### src/rtl/hrs_pkg.sv
package hrs_pkg;
  typedef enum logic [2:0] {
    ST_IDLE  = 3'd0,
    ST_ASRT  = 3'd1,
    ST_WSYNC = 3'd2,
    ST_TOGL  = 3'd3,
    ST_REL   = 3'd4
  } seq_st_t;
endpackage

### src/rtl/hrs_dncnt.sv
module hrs_dncnt #(
  parameter int W = 4
) (
  input  logic         clk,
  input  logic         rst_n,
  input  logic         load,
  input  logic [W-1:0] load_val,
  output logic         zero
);
  logic [W-1:0] cnt_q;
  logic [W-1:0] cnt_d;
  logic         cnt_en;

  always_comb begin
    cnt_en = load || (cnt_q != '0);
    cnt_d  = load ? load_val : cnt_q - 1'b1;
  end

  always_ff @(posedge clk or negedge rst_n) begin
    if (!rst_n)      cnt_q <= '0;
    else if (cnt_en) cnt_q <= cnt_d;
  end

  assign zero = (cnt_q == '0);
endmodule

### src/rtl/hrs_ctrl_bits.sv
module hrs_ctrl_bits (
  input  logic clk,
  input  logic rst_n,
  input  logic sw_set,
  input  logic cfg_set,
  input  logic ext_rst,
  input  logic seq_done,
  output logic sw_bit,
  output logic keep_cfg
);
  logic sw_q, sw_d, cfg_q, cfg_d;

  always_comb begin
    sw_d = sw_q;
    if (sw_set)        sw_d = 1'b1;
    else if (seq_done) sw_d = 1'b0;
    cfg_d = cfg_q;
    if (ext_rst)       cfg_d = 1'b0;
    else if (cfg_set)  cfg_d = 1'b1;
  end

  always_ff @(posedge clk or negedge rst_n) begin
    if (!rst_n) begin
      sw_q  <= 1'b0;
      cfg_q <= 1'b0;
    end else begin
      sw_q  <= sw_d;
      cfg_q <= cfg_d;
    end
  end

  assign sw_bit   = sw_q;
  assign keep_cfg = cfg_q;

  a_r10_ext_clears_cfg: assert property (@(posedge clk) disable iff (!rst_n)
    ext_rst |=> !keep_cfg);
endmodule

### src/rtl/hrs_fsm.sv
module hrs_fsm
  import hrs_pkg::*;
(
  input  logic    clk,
  input  logic    rst_n,
  input  logic    ext_rst,
  input  logic    sw_go,
  input  logic    keep_mem_en,
  input  logic    cause_businit,
  input  logic    maint_end,
  input  logic    rel_zero,
  output seq_st_t state,
  output logic    enter_rel,
  output logic    rel_done,
  output logic    bnr,
  output logic    cpu_rst,
  output logic    clr,
  output logic    nondet
);
  seq_st_t st_q, st_d;
  logic det_q, det_d, bi_q, bi_d, nd_q, nd_d;
  logic bnr_q, bnr_d, cpu_q, cpu_d, clr_q, clr_d;
  logic start;

  always_comb begin
    st_d  = st_q;
    start = 1'b0;
    if (ext_rst) begin
      st_d  = ST_ASRT;
      start = 1'b1;
    end else begin
      unique case (st_q)
        ST_IDLE:  if (sw_go) begin st_d = ST_ASRT; start = 1'b1; end
        ST_ASRT:  st_d = det_q ? ST_WSYNC : ST_REL;
        ST_WSYNC: if (maint_end) st_d = ST_TOGL;
        ST_TOGL:  if (maint_end) st_d = ST_REL;
        ST_REL:   if (rel_zero)  st_d = ST_IDLE;
        default:  st_d = ST_IDLE;
      endcase
    end
  end

  always_comb begin
    det_d = start ? (!ext_rst && keep_mem_en) : det_q;
    bi_d  = start ? cause_businit : bi_q;
    nd_d  = start ? !det_d : nd_q;
    enter_rel = (st_d == ST_REL) && (st_q != ST_REL);
    rel_done  = (st_q == ST_REL) && rel_zero && !ext_rst;
    clr_d     = enter_rel;
    unique case (st_d)
      ST_ASRT, ST_WSYNC: begin bnr_d = 1'b1;            cpu_d = 1'b1;  end
      ST_TOGL:           begin bnr_d = !bnr_q;          cpu_d = 1'b1;  end
      ST_REL:            begin bnr_d = bi_d && !bnr_q;  cpu_d = !bi_d; end
      default:           begin bnr_d = 1'b0;            cpu_d = 1'b0;  end
    endcase
  end

  always_ff @(posedge clk or negedge rst_n) begin
    if (!rst_n) begin
      st_q  <= ST_IDLE;
      det_q <= 1'b0;
      bi_q  <= 1'b0;
      nd_q  <= 1'b0;
      bnr_q <= 1'b0;
      cpu_q <= 1'b0;
      clr_q <= 1'b0;
    end else begin
      st_q  <= st_d;
      det_q <= det_d;
      bi_q  <= bi_d;
      nd_q  <= nd_d;
      bnr_q <= bnr_d;
      cpu_q <= cpu_d;
      clr_q <= clr_d;
    end
  end

  assign state   = st_q;
  assign bnr     = bnr_q;
  assign cpu_rst = cpu_q;
  assign clr     = clr_q;
  assign nondet  = nd_q;

  a_r3_ext_enters_assert: assert property (@(posedge clk) disable iff (!rst_n)
    ext_rst |=> (st_q == ST_ASRT));
  a_r4_sync_on_maint_end: assert property (@(posedge clk) disable iff (!rst_n)
    (st_q == ST_TOGL && $past(st_q) == ST_WSYNC) |-> $past(maint_end));
  a_r5_bnr_toggles: assert property (@(posedge clk) disable iff (!rst_n)
    (st_q == ST_TOGL) |-> (bnr_q != $past(bnr_q)));
  a_r5_cpu_held: assert property (@(posedge clk) disable iff (!rst_n)
    (st_q == ST_WSYNC || st_q == ST_TOGL) |-> cpu_q);
  a_r6_release_other: assert property (@(posedge clk) disable iff (!rst_n)
    (st_q == ST_REL && !bi_q) |-> (!bnr_q && cpu_q));
  a_r8_clear_single: assert property (@(posedge clk) disable iff (!rst_n)
    clr_q |=> !clr_q);
endmodule

### src/rtl/hrst_align_seq.sv
module hrst_align_seq
  import hrs_pkg::*;
#(
  parameter int HOLDOFF     = 16,
  parameter int RELEASE_LEN = 4
) (
  input  logic       clk,
  input  logic       rst_n,
  input  logic       ext_rst,
  input  logic       maint_end,
  input  logic       keep_mem_en,
  input  logic       cause_businit,
  input  logic       sw_rst_set,
  input  logic       cfg_keep_set,
  output logic       bnr_o,
  output logic       cpu_rst_o,
  output logic       refresh_clr_o,
  output logic       tracker_clr_o,
  output logic       sw_rst_bit_o,
  output logic       keep_cfg_o,
  output logic       nondet_o,
  output logic [2:0] seq_state_o
);
  localparam int HW = (HOLDOFF > 1) ? $clog2(HOLDOFF + 1) : 1;
  localparam int RW = (RELEASE_LEN > 1) ? $clog2(RELEASE_LEN) : 1;
  localparam logic [HW-1:0] HOLD_V = HW'(HOLDOFF);
  localparam logic [RW-1:0] REL_V  = RW'(RELEASE_LEN - 1);

  seq_st_t state;
  logic hold_zero, rel_zero, enter_rel, rel_done, sw_go, clr, sw_bit;

  assign sw_go = sw_bit && hold_zero && !sw_rst_set;

  hrs_dncnt #(.W(HW)) u_hold (
    .clk(clk), .rst_n(rst_n), .load(sw_rst_set), .load_val(HOLD_V), .zero(hold_zero));

  hrs_dncnt #(.W(RW)) u_rel (
    .clk(clk), .rst_n(rst_n), .load(enter_rel), .load_val(REL_V), .zero(rel_zero));

  hrs_ctrl_bits u_bits (
    .clk(clk), .rst_n(rst_n), .sw_set(sw_rst_set), .cfg_set(cfg_keep_set),
    .ext_rst(ext_rst), .seq_done(rel_done), .sw_bit(sw_bit), .keep_cfg(keep_cfg_o));

  hrs_fsm u_fsm (
    .clk(clk), .rst_n(rst_n), .ext_rst(ext_rst), .sw_go(sw_go),
    .keep_mem_en(keep_mem_en), .cause_businit(cause_businit),
    .maint_end(maint_end), .rel_zero(rel_zero), .state(state),
    .enter_rel(enter_rel), .rel_done(rel_done), .bnr(bnr_o),
    .cpu_rst(cpu_rst_o), .clr(clr), .nondet(nondet_o));

  assign refresh_clr_o = clr;
  assign tracker_clr_o = clr;
  assign sw_rst_bit_o  = sw_bit;
  assign seq_state_o   = state;

  a_r2_sw_start_after_holdoff: assert property (@(posedge clk) disable iff (!rst_n)
    ($past(state) == ST_IDLE && state == ST_ASRT && !$past(ext_rst)) |-> $past(hold_zero));
  a_r9_bit_clears_at_end: assert property (@(posedge clk) disable iff (!rst_n)
    $fell(sw_bit) |-> ($past(state) == ST_REL));
endmodule

### config.mk
export PLATFORM = sky130hd
export DESIGN_NAME = hrst_align_seq
export DESIGN_NICKNAME = d
export VERILOG_FILES = /design/src/rtl/hrs_pkg.sv /design/src/rtl/hrs_dncnt.sv /design/src/rtl/hrs_ctrl_bits.sv /design/src/rtl/hrs_fsm.sv /design/src/rtl/hrst_align_seq.sv
export SDC_FILE = /design/constraint.sdc
export NUM_CORES = 1
export LEC_CHECK = 0
export BUFFER_PORTS_ARGS = -buffer_cell sky130_fd_sc_hd__clkbuf_2
export CAP_MARGIN = 40
export CORE_ASPECT_RATIO = 1.4
export CORE_MARGIN = 4
export CORE_UTILIZATION = 35
export DETAILED_ROUTE_END_ITERATION = 10
export GPL_ROUTABILITY_DRIVEN = 0
export HOLD_SLACK_MARGIN = 0.15
export PLACE_DENSITY_LB_ADDON = 0.08
export SLEW_MARGIN = 10
export SYNTH_ARGS = -nofsm -noshare
export SYNTH_HDL_FRONTEND = slang
export SYNTH_SLANG_ARGS = --single-unit
### constraint.sdc
create_clock -name clk -period 4.5 [get_ports clk]
set_clock_uncertainty 0.05 [all_clocks]
set_input_delay 1.35 -clock clk [delete_from_list [all_inputs] [get_ports clk]]
set_output_delay 1.35 -clock clk [all_outputs]
set_load 0.005 [all_outputs]
* After elaboration in Yosys (flattened, before gate mapping)
Index checks and enable logic that the tools add are counted.
** Cells by class
- $add $sub $neg :: 2
- Eq/ne operators :: 9
- Muxes and demuxes :: 20
- Reductions and logical operators :: 23
** Operator list (count)
- two-way mux 3 bit :: 6
- one-hot mux 3 bit (5 select lines) :: 1
- == test 3 x 2 -> 1 bit, second input constant :: 4
- two-way mux 1 bit :: 9
- logical AND 1 bit :: 7
- == test 3 x 1 -> 1 bit, second input constant :: 2
- == test 3 bit, second input constant :: 2
- nonzero test 2 bit :: 3
- logical NOT 1 bit :: 5
- logical NOT 5 bit :: 1
- two-way mux 5 bit :: 1
- nonzero test 5 bit :: 1
- subtractor 5 x 1 -> 5 bit, second input constant :: 1
- logical NOT 3 bit :: 1
- inequality test 3 bit, second input constant :: 1
- one-hot mux 1 bit (3 select lines) :: 1
- OR reduction 3 bit :: 1
- logical NOT 2 bit :: 1
- logical OR 1 bit :: 2
- two-way mux 2 bit :: 1
- one-hot mux 1 bit (2 select lines) :: 1
- OR reduction 2 bit :: 1
- subtractor 2 x 1 -> 2 bit, second input constant :: 1
** Storage, ports and cells
- Bits in registers :: 18
- Bits of input ports :: 8
- Output and inout bits :: 10
- Logic and storage cells :: 65

* Logic depth before layout (Yosys ltp)
Gate-level depths: netlist (run 1).
- Depth after elaboration :: 9
- Mapped depth :: 6
- Gate-level depth less buffers :: 6

* Modules after synthesis
Synthesis (run 1) repeated with hierarchy kept, for this count alone.
** Second synthesis, totals
- Cells, all modules :: 92
- Area total of the unflattened synthesis :: 949.7 sq um
** By module, submodules not included
- hrs_fsm :: instances 1, cells an instance 43, area each 464.2 sq um, sequential area each 225.2 sq um
- hrs_dncnt (u_hold) :: instances 1, cells an instance 27, area each 279.0 sq um, sequential area each 125.1 sq um
- hrs_dncnt (u_rel) :: instances 1, cells an instance 12, area each 113.9 sq um, sequential area each 50.0 sq um
- hrs_ctrl_bits :: instances 1, cells an instance 6, area each 68.8 sq um, sequential area each 50.0 sq um
- hrst_align_seq :: instances 1, cells an instance 4, area each 23.8 sq um, sequential area each 0.0 sq um

* Worst setup path after synthesis (run 1)
OpenSTA, ideal clock, no wires.
- Kind :: input -> register
- From :: input sw_rst_set
- To :: register u_fsm.bi_q
- Setup time :: 0.125 ns
- Arrival :: 2.403 ns
- Data required time :: 4.325 ns
- Slack :: 1.922 ns
- Stages :: 3
- Path buffers :: 0
- Cell sequence :: or4b_1 > o31a_1 > mux2_4
** On the way
- Word-level cells in the longest chain between the ends :: 6
** RTL lines
- start: declaration :: line hrst_align_seq.sv:13 : input logic sw_rst_set,
- logical NOT 1 bit :: line hrst_align_seq.sv:32 : assign sw_go = sw_bit && hold_zero && !sw_rst_set;
- logical AND 1 bit :: line hrst_align_seq.sv:32
- two-way mux 1 bit :: line hrs_fsm.sv:33 : ST_IDLE: if (sw_go) begin st_d = ST_ASRT; start = 1'b1; end
- two-way mux 1 bit :: line hrs_fsm.sv:32 : unique case (st_q)
- two-way mux 1 bit :: line hrs_fsm.sv:28 : if (ext_rst) begin
- two-way mux 1 bit :: line hrs_fsm.sv:45 : bi_d = start ? cause_businit : bi_q;
- named net u_fsm.bi_d :: line hrs_fsm.sv:21 : logic det_q, det_d, bi_q, bi_d, nd_q, nd_d;
- end signal: assignment :: line hrs_fsm.sv:70 : bi_q <= bi_d;
- end: declaration :: line hrs_fsm.sv:21
The timed path passes the listed nets, and every way through them passes these cells.
A chain may end at the register's enable or synchronous reset.

* Worst setup path after layout (run 1)
Same ends and word-level chain as after synthesis.

==> results of run 1 <==
-- final timing paths --
path                                          endpoint                   startpoint  cells after the start
setup / recovery                  u_fsm.bi_q$_DFF_PN0_                   sw_rst_set                      4
hold / removal             u_bits.keep_cfg$_DFFE_PN0P_  u_bits.keep_cfg$_DFFE_PN0P_                      2
setup reg to reg                  u_fsm.bi_q$_DFF_PN0_  u_hold.cnt_q[0]$_DFFE_PN0P_                      5
hold reg to reg            u_bits.keep_cfg$_DFFE_PN0P_  u_bits.keep_cfg$_DFFE_PN0P_                      2
max in group asynchronous          u_fsm.bnr$_DFF_PN0_                        rst_n                      1
min in group asynchronous     u_fsm.state[0]$_DFF_PN0_                        rst_n                      1
-- cell usage in the layout, fill, tap and decap left out, drive strengths merged --
cell / instances
or3b: 1
nor2b: 1
a21boi: 1
clkbuf: 21
dfrtp: 18
and2: 1
xor2: 1
nor3: 3
ha: 3
o31a: 1
xnor2: 2
nand2: 7
or3: 4
mux2i: 1
o31ai: 1
inv: 8
mux2: 1
a211oi: 1
and3b: 1
nor2: 9
o2111ai: 1
a21oi: 4
o21a: 1
o211ai: 2
nand2b: 4
o21ai: 2
or4b: 3
-- where the power goes --
group          total (mW)  switching (mW)  leakage, nW  internal, mW
combinational       0.146          0.0744        0.263        0.0713
sequential          0.228          0.0300        0.214         0.198
clock              0.0978          0.0486       0.0210        0.0492
-- metrics by stage --
stage | total power, mW | instances | hold WS [ns] | worst slack, ns
after floorplan | 0.339 | 83 | 0.417 | 1.92
after global placement | 0.378 | 122 | 0.420 | 1.75
after detailed placement | 0.381 | 122 | 0.430 | 1.73
after CTS | 0.482 | 126 | 0.457 | 2.05
after global routing | 0.517 | 126 | 0.471 | 2.02
final | 0.472 | 126 | 0.450 | 2.05
-- synthesized netlist by cell type (all sizes together) --
cell type  number  area share, %
a211oi          1           0.87
a21boi          1           0.87
a21oi           4            2.3
and2            1           0.73
and3b           1            1.0
buf             1           0.87
dfrtp          18             52
ha              3            4.3
inv             8            3.5
mux2            1            1.7
mux2i           1            1.2
nand2           7            3.0
nand2b          4            2.9
nor2            9            3.9
nor2b           1           0.73
nor3            3            1.7
o2111ai         1            1.0
o211ai          2            1.7
o21a            1           0.87
o21ai           2            1.2
o31a            1            1.0
o31ai           1           0.87
or3             4            3.5
or3b            1            1.0
or4b            3            3.9
xnor2           2            2.0
xor2            1            1.0
-- registers in the layout, summed over array words and instances (netlist names) --
signal,count
u_bits.keep_cfg,1
u_bits.sw_bit,1
u_fsm.bi_q,1
u_fsm.bnr,1
u_fsm.clr,1
u_fsm.cpu_rst,1
u_fsm.det_q,1
u_fsm.nondet,1
u_fsm.state,3
u_hold.cnt_q,5
u_rel.cnt_q,2
-- worst max-delay path, delay by kind of cell --
kind / cells / cell delay [ns]
and+or+nand+nor: 1 / 0.50
AOI/OAI and AO/OA: 1 / 0.30
muxes: 1 / 0.30
buffers and inverters: 1 / 0.14
-- cell families after synthesis --
| family | after synthesis | share of synthesized area, % |
|---|---|---|
| multiplexers | 2 | 2.90 |
| AO/OA/AOI/OAI | 14 | 10.7 |
| buffers and inverters | 9 | 4.35 |
| XOR/XNOR | 3 | 3.04 |
| adder cells (fa/ha/maj) | 3 | 4.35 |
| AND/OR/NAND/NOR | 34 | 22.5 |
| flip-flops | 18 | 52.2 |
-- area by class of cell --
class                      count  area [um2]
timing repair buffer          17        85.1
clock buffer                   4        36.3
multi-input combinational     56         375
fill                         248        1360
sequential                    18         450
tap                           23        28.8
inverter                       8        30.0
-- metal layers --
metal	share of wire [%]	vias up
li1	-	325
met1	44	316
met2	53	8
met3	2.8	2
met4	0.86	0
met5	0	-
==> results.sh, run 1 <==
export IMPL_tns_ns=0
export IMPL_timing_final_crit_share_pct=54.5
export IMPL_ys_ff_latch=18
export IMPL_setup_violations=0
export IMPL_cts_htree_levels=1
export IMPL_diodes=0
export IMPL_worstMarginPinSlew_ns=0.497
export IMPL_end_kind="flop"
export IMPL_viasPerCell=5.17
export IMPL_run_status="finished clean"
export IMPL_synth_area_um2=863
export IMPL_holdCritPathClass="flop to flop"
export IMPL_synth_fp_nets=94
export IMPL_num_vias=651
export IMPL_grt_max_degree=19
export IMPL_dp_hpwl_um=1300
export IMPL_yosysWarnings=0
export IMPL_ir_drop_mv=0.162
export IMPL_slowest_delay_ns=0.50
export IMPL_rsz0062_at_grt="false"
export IMPL_cts_sinks=18
export IMPL_cts_hold_buf=0
export IMPL_rrSetupSlack_ns=2.52
export IMPL_grtUsageMet1_pct=13.4
export IMPL_maxCapViolCount=0
export IMPL_dieArea_um2=3340
export IMPL_clock_path_buffers=2
export IMPL_place_area_um2=970
export IMPL_numCtsBuffers=3
export IMPL_coreArea_um2=2360
export IMPL_fin_crit_ns=2.45
export IMPL_max_freq_mhz=408
export IMPL_area_growth_pct=16.5
export IMPL_drive_gt1_share_pct=24.3
export IMPL_p_leak_nw=0.499
export IMPL_track_usage_pct=11.9
export IMPL_fin_util_pct=42.5
export IMPL_busiest_layer="met2"
export IMPL_clock_latency_ns=0.29
export IMPL_synth_cell_type_count=29
export IMPL_cts_tree="done"
export IMPL_num_nets_final=115
export IMPL_syn_avg_cell_area_um2=10.4
export IMPL_start_util_pct=36.5
export IMPL_num_io_pins=18
export IMPL_ys_seq_area_share_pct=52.2
export IMPL_grt_pass1_vias=651
export IMPL_slowest_stage="or4b_1"
export IMPL_ant_nets=0
export IMPL_cp_start_kind="primary input"
export IMPL_die_h_um=66.8
export IMPL_max_slew_margin_pct=66.8
export IMPL_use_met3_pct=3.13
export IMPL_cts_resized=0
export IMPL_fin_area_um2=1010
export IMPL_die_w_um=50.0
export IMPL_cts_setup_buffers=0
export IMPL_slew_viol_final=0
export IMPL_grt_pass1_wl_um=2930
export IMPL_antenna_found_initial=0
export IMPL_crit_path_max_fanout=7
export IMPL_dr_first_iter_drc_count=11
export IMPL_arrival_ns=2.59
export IMPL_crit_required_ns=4.63
export IMPL_critPathKind="primary input to flop"
export IMPL_numPortBuffers=17
export IMPL_grt_ovfl_total=0
export IMPL_path_cells="clkbuf_2 -> or4b_1 -> o31a_1 -> mux2_4"
export IMPL_p_per_area_nw_per_um2=469
export IMPL_first_pass_iters=2
export IMPL_clk_pin_slew_worst_paths_ns=0.10
export IMPL_finalHoldViolations=0
export IMPL_drc_errors=0
export IMPL_routed_wl_um=1630
export IMPL_grt_met2_usage_pct=20.2
export IMPL_wire_per_inst_um=12.9
export IMPL_rows=21
export IMPL_root_buffer="clkbuf_4"
export IMPL_synthCells=83
Power figures use the tool's default switching activity.
==> run 2: changes to the inputs <==
Clock period 4.5 ns to 2.5 ns, I/O delays scaled along.
==> results.sh, run 2 (synthesis results as in run 1) <==
export IMPL_p_int_mw=0.575
export IMPL_viasPerCell=5.11
export IMPL_num_io_pins=18
export IMPL_max_freq_mhz=503
export IMPL_p_sw_mw=0.281
export IMPL_critPathKind="flop to flop"
export IMPL_rrSetupSlack_ns=0.51
export IMPL_ir_drop_mv=0.353
export IMPL_routed_wl_um=1650
export IMPL_drt_met1_wl_um=736
export IMPL_grt_ovfl_total=0
export IMPL_maxCapViolCount=0
export IMPL_setup_violations=0
export IMPL_n_fill_cell=243
export IMPL_slew_viol_final=0
export IMPL_timing_final_crit_share_pct=79.5
export IMPL_seq_area_um2=450
export IMPL_num_vias=649
export IMPL_coreArea_um2=2360
export IMPL_numPortBuffers=17
export IMPL_largest_register_ffs=5
export IMPL_dieArea_um2=3340
export IMPL_clk_pin_slew_worst_paths_ns=0.10
export IMPL_final_common_cell="dfrtp_1"
export IMPL_power_frac_comb_pct=30.8
export IMPL_cts_hold_buf=0
export IMPL_p_per_area_nw_per_um2=845
export IMPL_clock_latency_ns=0.29
export IMPL_antenna_found_initial=0
export IMPL_r2r_start="u_hold.cnt_q[0]$_DFFE_PN0P_"
export IMPL_mostFrequentLayoutCells="18 x dfrtp_1, 17 x clkbuf_2, 9 x nor2_1"
export IMPL_root_buffer="clkbuf_4"
export IMPL_dr_first_iter_drc_count=19
export IMPL_multi_input_area_um2=375
export IMPL_route_met2_wl_um=852
export IMPL_fin_area_um2=1010
export IMPL_swShare_pct=32.8
export IMPL_die_w_um=50.0
export IMPL_top_layer_used="met4"
export IMPL_rsz0062_at_grt="false"
export IMPL_seqPwrFrac_pct=48.2
export IMPL_fin_crit_ns=1.99
export IMPL_worstMarginPinSlew_ns=0.453
export IMPL_crit_path_max_fanout=5
export IMPL_wl_met3_um=47
export IMPL_max_slew_margin_pct=69.8
export IMPL_cts_tree="done"
export IMPL_cts_setup_buffers=0
export IMPL_cts_resized=0
export IMPL_crit_required_ns=2.64
export IMPL_arrival_ns=2.12
export IMPL_first_pass_iters=3
export IMPL_cts_htree_levels=1
export IMPL_p_leak_nw=0.503
export IMPL_place_area_um2=977
export IMPL_track_usage_pct=11.6
export IMPL_clock_path_buffers=2
export IMPL_num_nets_final=116
export IMPL_diodes=0
export IMPL_end_kind="flop"
export IMPL_holdCritPathClass="primary input to asynchronous set/reset pin"
export IMPL_start_util_pct=36.5
export IMPL_drc_errors=0
export IMPL_grt_pass1_vias=687
export IMPL_dp_hpwl_um=1320
export IMPL_run_status="finished clean"
export IMPL_clkPwrFrac_pct=21.0
export IMPL_drive_gt1_share_pct=25.0
export IMPL_wire_per_inst_um=13.0
export IMPL_max_flop_register="u_hold.cnt_q"
export IMPL_rr_worst_depth=5
export IMPL_die_h_um=66.8
export IMPL_cts_sinks=18
export IMPL_area_growth_pct=17.4
export IMPL_numCtsBuffers=3
export IMPL_tns_ns=0
export IMPL_grt_max_degree=19
export IMPL_finalHoldViolations=0
export IMPL_grt_pass1_wl_um=2920
export IMPL_reg2reg_to="u_fsm.bi_q$_DFF_PN0_"
export IMPL_rows=21
export IMPL_cp_start_kind="flop"
export IMPL_ant_nets=0
run 2: cell count changes in the layout (fill, tap and decap cells not counted), sizes merged:
cell and change:
buf +1
run 2: routing by layer:
| metal | up-vias | GRT usage [%] |
|---|---|---|
| met4 | 0 | 6.23 |
| li1 | 325 | - |
| met1 | 314 | 12.8 |
| met3 | 2 | 2.46 |
| met2 | 8 | 20.5 |
| met5 | - | 0 |
run 2: worst max-delay path, stage by stage (launching register included):
cell and delay [ns]:
dfrtp_1 0.40, inv_1 0.10, ha_1 0.18, or4b_4 0.51, o31a_1 0.34, mux2_4 0.30
run 2: worst max-delay path by stage:
stage	startpoint	endpoint	slack, ns	depth (start not counted)
floorplan	sw_rst_set	u_fsm.bi_q$_DFF_PN0_	0.52	3
global placement	sw_rst_set	u_fsm.bi_q$_DFF_PN0_	0.35	4
detailed placement	sw_rst_set	u_fsm.bi_q$_DFF_PN0_	0.32	4
CTS	u_hold.cnt_q[0]$_DFFE_PN0P_	u_fsm.bi_q$_DFF_PN0_	0.49	5
global route	u_hold.cnt_q[0]$_DFFE_PN0P_	u_fsm.bi_q$_DFF_PN0_	0.40	5
finish	u_hold.cnt_q[0]$_DFFE_PN0P_	u_fsm.bi_q$_DFF_PN0_	0.51	5
run 2: final cells by class:
class	instances	share of cell area, %
flip-flops and latches	18	44.4
well taps	23	2.84
inverters	8	2.96
repair buffers	18	9.14
multi-input cells	56	37.0
clock buffers	4	3.58
run 2: power groups by stage:
stage               Sequential [mW]  Combinational (mW)  Clock (mW)
floorplan                     0.406               0.204           0
global placement              0.417               0.264           0
detailed placement            0.420               0.269           0
CTS                           0.414               0.272       0.189
global route                  0.423               0.308       0.202
finish                        0.413               0.264       0.179
run 2: per-stage QoR:
stage | util [%] | hold WS (ns) | cells | power, mW | worst slack, ns
2_1_floorplan | - | 0.404 | 83 | 0.610 | 0.522
3_3_place_gp | 41.3 | 0.420 | 123 | 0.681 | 0.346
3_5_place_dp | 41.3 | 0.430 | 123 | 0.689 | 0.324
4_1_cts | 42.9 | 0.342 | 127 | 0.875 | 0.491
5_1_grt | 42.9 | 0.358 | 127 | 0.933 | 0.399
6_report | 42.9 | 0.332 | 127 | 0.856 | 0.512
